==> src/rtl/cla_pkg.sv <==
package cla_pkg;

    // Bits per lookahead group; the carry equations are written for four.
    localparam int GRP_W = 4;

    // Per-bit terms of one group.
    typedef struct packed {
        logic [GRP_W-1:0] gen;   // both operand bits set
        logic [GRP_W-1:0] prop;  // OR-form, used only for carries
        logic [GRP_W-1:0] half;  // XOR-form, used only for sums
    } grp_terms_t;

    // Carries of one group: index 0 is the group carry-in, index 4 the carry-out.
    typedef logic [GRP_W:0] grp_carry_t;

    function automatic grp_terms_t make_terms(input logic [GRP_W-1:0] x,
                                              input logic [GRP_W-1:0] y);
        grp_terms_t t;
        t.gen  = x & y;
        t.prop = x | y;
        t.half = x ^ y;
        return t;
    endfunction

endpackage

==> src/rtl/cla_bit_terms.sv <==
module cla_bit_terms
    import cla_pkg::*;
(
    input  logic [GRP_W-1:0] x,
    input  logic [GRP_W-1:0] y,
    output grp_terms_t       terms
);

    always_comb begin
        terms = make_terms(x, y);
    end

endmodule

==> src/rtl/cla_group4.sv <==
module cla_group4
    import cla_pkg::*;
(
    input  logic [GRP_W-1:0] x,
    input  logic [GRP_W-1:0] y,
    input  logic             c_in,
    output logic [GRP_W-1:0] s,
    output logic             c_out
);

    grp_terms_t t;
    grp_carry_t c;

    cla_bit_terms u_terms (
        .x     (x),
        .y     (y),
        .terms (t)
    );

    // Each carry is a flat sum of products over the group carry-in.
    always_comb begin
        c[0] = c_in;
        c[1] = t.gen[0]
             | (t.prop[0] & c_in);
        c[2] = t.gen[1]
             | (t.prop[1] & t.gen[0])
             | (t.prop[1] & t.prop[0] & c_in);
        c[3] = t.gen[2]
             | (t.prop[2] & t.gen[1])
             | (t.prop[2] & t.prop[1] & t.gen[0])
             | (t.prop[2] & t.prop[1] & t.prop[0] & c_in);
        c[4] = t.gen[3]
             | (t.prop[3] & t.gen[2])
             | (t.prop[3] & t.prop[2] & t.gen[1])
             | (t.prop[3] & t.prop[2] & t.prop[1] & t.gen[0])
             | (t.prop[3] & t.prop[2] & t.prop[1] & t.prop[0] & c_in);
    end

    // Sum uses the XOR-form term; the OR-form would be wrong when both bits are set.
    always_comb begin
        s     = t.half ^ c[GRP_W-1:0];
        c_out = c[GRP_W];
    end

endmodule

==> src/rtl/cla16_adder.sv <==
module cla16_adder
    import cla_pkg::*;
#(
    parameter int N_GROUPS = 4
) (
    input  logic [N_GROUPS*4-1:0] a,
    input  logic [N_GROUPS*4-1:0] b,
    input  logic                  cin,
    output logic [N_GROUPS*4-1:0] sum,
    output logic                  cout
);

    localparam int WIDTH = N_GROUPS * GRP_W;

    // Carry into each group; the top entry is the adder carry-out.
    logic [N_GROUPS:0] grp_c;

    assign grp_c[0] = cin;

    for (genvar k = 0; k < N_GROUPS; k++) begin : g_grp
        cla_group4 u_grp (
            .x     (a[k*GRP_W +: GRP_W]),
            .y     (b[k*GRP_W +: GRP_W]),
            .c_in  (grp_c[k]),
            .s     (sum[k*GRP_W +: GRP_W]),
            .c_out (grp_c[k+1])
        );
    end

    assign cout = grp_c[N_GROUPS];

    logic unused_width;
    assign unused_width = (WIDTH == N_GROUPS*4) ? 1'b0 : 1'b1;

endmodule

==> config.mk <==
export PLATFORM = sky130hd
export DESIGN_NAME = cla16_adder
export DESIGN_NICKNAME = d
export VERILOG_FILES = /design/src/rtl/cla_pkg.sv /design/src/rtl/cla_bit_terms.sv /design/src/rtl/cla_group4.sv /design/src/rtl/cla16_adder.sv
export SDC_FILE = /design/constraint.sdc
export NUM_CORES = 1
export LEC_CHECK = 0
export ABC_AREA = 1
export BUFFER_PORTS_ARGS = -buffer_cell sky130_fd_sc_hd__buf_4
export CAP_MARGIN = 30
export CORE_MARGIN = 3
export CORE_UTILIZATION = 54
export DETAILED_ROUTE_END_ITERATION = 6
export GPL_TIMING_DRIVEN = 0
export PLACE_DENSITY = 0.94
export SYNTH_ARGS = -nofsm -noshare
export SYNTH_HDL_FRONTEND = slang
export SYNTH_SLANG_ARGS = --single-unit
==> constraint.sdc <==
create_clock -name vclk -period 4.9
set_input_delay 0.49 -clock vclk [all_inputs]
set_output_delay 0.49 -clock vclk [all_outputs]
set_load 0.01 [all_outputs]
==> metrics.md <==
| Metric | Value |
|---|---|
| Setup bufs post-CTS | `0` |
| Status | `finished clean` |
| Sum Neg Setup Slack | `0 ps` |
| Initial antenna violation count | `0` |
| Arrival @ worst endpoint | `2150 ps` |
| Slew @ Worst Pin | `302.9 ps` |
| Final #Nets | `between 200 and 300` |
| Compound-Gate Fraction of Synth Area | `8.558%` |
| LEAKAGE | `0.9182 nW` |
| Core Region | `1802 µm²` |
| Storage cell area | `0 µm²` |
| Sequential cells | `0` |
| Vias in the first global route | `1,068` |
| ANT cells | `0` |
| Placer Congestion | `0.7566` |
| Synthesized-area fraction occupied by adder cells | `45.02%` |
| Min-delay worst type | `primary input to primary output` |
| Hold Path Depth | `3` |
| Detailed placement HPWL | `2246 µm` |
| Largest delay share family, worst path | `simple AND/OR/NAND/NOR gates` |
| Die area | `2546 µm²` |
| GRT Overall Usage | `roughly 19%` |
| Yosys warns | `0` |
| Post-CTS sizing | `0` |
| Routed len/inst | `10.51 µm` |
| RSZ-0062 raised after global routing | `no` |
| Critical path required time | `about 4400 ps` |
| Mapped Area | `between 1000 and 1500 µm²` |
| Setup crit start kind | `primary input` |
| Avg Synthesized Cell Area | `7.260 µm²` |
| Critical path depth | `15` |
| CTS Hold Bufs | `0` |
| Multiplexer share of the synthesized area | `0%` |
| Die H | `50.46 µm` |
| GRT overflow | `0` |
| Period minus WS final | `approximately 2600 ps` |
| Synth Area in Simple Gates | `22.04%` |
| Post-synthesis cell count | `147` |
| Final period utilization | `53.88%` |
| Largest family of logic cells by synthesized area | `adder cells` |
| Chip width | `50.46 µm` |
| Via/cell ratio | `roughly 4.6` |
| Final core occ | `81.81%` |
| Core Rows | `15` |
| Drt pass-1 iters | `3` |
| Max Cap Violations | `0` |
| Clock buffers | `0` |
| Initial DRC count | `3` |
| Synth Net Count | `~220` |
| Final hold vios | `0` |
| Fin. max-slew vios | `0` |
| Detail Route Antenna Nets | `0` |
| XOR/XNOR Fraction of Synth Area | `about 8.2%` |
| Worst path cell trace | `buf_4 > inv_1 > ha_1 > inv_1 > nand2_1 > nand2_1 > nand3_2 > nand2_2 > nand2_2 > nand2_4 > nand2_2 > nand2_4 > fa_1 > xor2_1 > buf_4` |
| Final setup viols | `0` |
| CP max FO | `4` |
| VDD IR-drop max | `around 0.00008 V` |
| WP buf/inv | `4` |
| Most used cell, CP | `nand2_2` |
| CP max stage delay | `roughly 380 ps` |
| Share of layout cells above drive strength 1 | `36.04%` |
| Relative slew slack | `79.62%` |
| WS Path Type | `primary input to primary output` |
| PD cells | `122.3 nW/µm²` |
| Seq/Total Area, Yosys | `0%` |
| Hold_ws | `1347 ps` |
| Initial Utilization | `between 50 and 60%` |
| IO Port Bufs | `50` |
| Detailed-route via count | `1,031` |
| Largest net degree at the start of global routing | `5` |
| First-pass GRT wire length | `4036 µm` |
| CP max stage cell | `fa_1` |
| IO Pins | `50` |
| DR DRC count | `0` |
| Synth cell types | `21` |
| Synthesis-to-layout area growth | `38.10%` |
| FMAX | `0.3788 GHz` |
| WL final | `2334 µm` |
| Crit end category | `primary output` |
==> synth_stat cells <==
library cell | number | area, µm²
nand2_1 | 15 | 56.30
o21bai_2 | 1 | 11.26
o21ai_0 | 1 | 5.000
nor2_1 | 10 | 37.54
inv_2 | 3 | 11.26
nand3_1 | 3 | 15.01
fa_1 | 4 | 80.08
xor2_1 | 6 | 52.55
inv_1 | 43 | 161.4
a21oi_2 | 2 | 17.52
nor4_1 | 1 | 6.260
xnor2_1 | 4 | 35.03
nor3_4 | 1 | 16.27
nor2_2 | 1 | 6.260
nand2_2 | 7 | 43.79
nor3_1 | 2 | 10.01
nand2_4 | 3 | 33.78
a21oi_1 | 5 | 25.02
ha_1 | 32 | 400.4
nand3_2 | 1 | 10.01
a21oi_4 | 2 | 32.53
==> placed cells by master, fill, tap and decap left out, drive strengths merged <==
cell,Yosys,routed
xnor2,4,4
ha,32,32
nor3,3,3
nand3,4,4
inv,46,46
nand2,25,25
buf,0,50
fa,4,4
a21oi,9,9
xor2,6,6
o21bai,1,1
nor2,11,11
o21ai,1,1
nor4,1,1
==> final cells by class <==
| class | instances | area [µm²] |
|---|---|---|
| inverter | 46 | 172.7 |
| multi-input combinational | 101 | 894.6 |
| fill | 141 | 327.8 |
| tap | 25 | 31.28 |
| timing repair buffer | 50 | 375.4 |
==> metrics by stage <==
stage | setup slack [ps] | power [mW] | instances | cell area (µm²)
global route | 2103 | 0.1989 | 222 | 1474
detailed placement | 2265 | 0.1820 | 222 | 1474
global placement | 2335 | 0.1732 | 222 | 1474
CTS | 2256 | 0.1829 | 222 | 1474
finish | 2260 | 0.1802 | 222 | 1474
floorplan | 2579 | 0.09982 | 147 | 1067
==> power breakdown <==
group          internal, mW  total (mW)  switching [mW]
combinational        0.0917       0.180          0.0885
clock                     0           0               0
sequential                0           0               0
==> routing by layer <==
layer | vias to the layer above | GRT usage, % | part of all wire [%] | wire, µm
li1 | 531 | - | - | -
met1 | 480 | 18.71 | 34 | 784
met2 | 18 | 43.48 | 62 | 1456
met3 | 2 | 0.8902 | 3.1 | 72
met4 | 0 | 2.691 | 0.90 | 21
met5 | - | 0 | 0 | 0
==> kinds of logic (layout without fill, tap and decap cells) <==
| group | after synthesis | count (layout) |
|---|---|---|
| adders and majority gates | 36 | 36 |
| buffers and inverters | 46 | 96 |
| xor gates and xnor gates | 10 | 10 |
| AOI/OAI and AO/OA | 11 | 11 |
| and+or+nand+nor | 44 | 44 |
==> path summary, 6_finish.rpt <==
check / to / from / slack [ps]
setup / recovery: sum[13] / a[0] / 2260
hold / removal: sum[8] / b[8] / 1350
(Power assumes the default switching activity.)
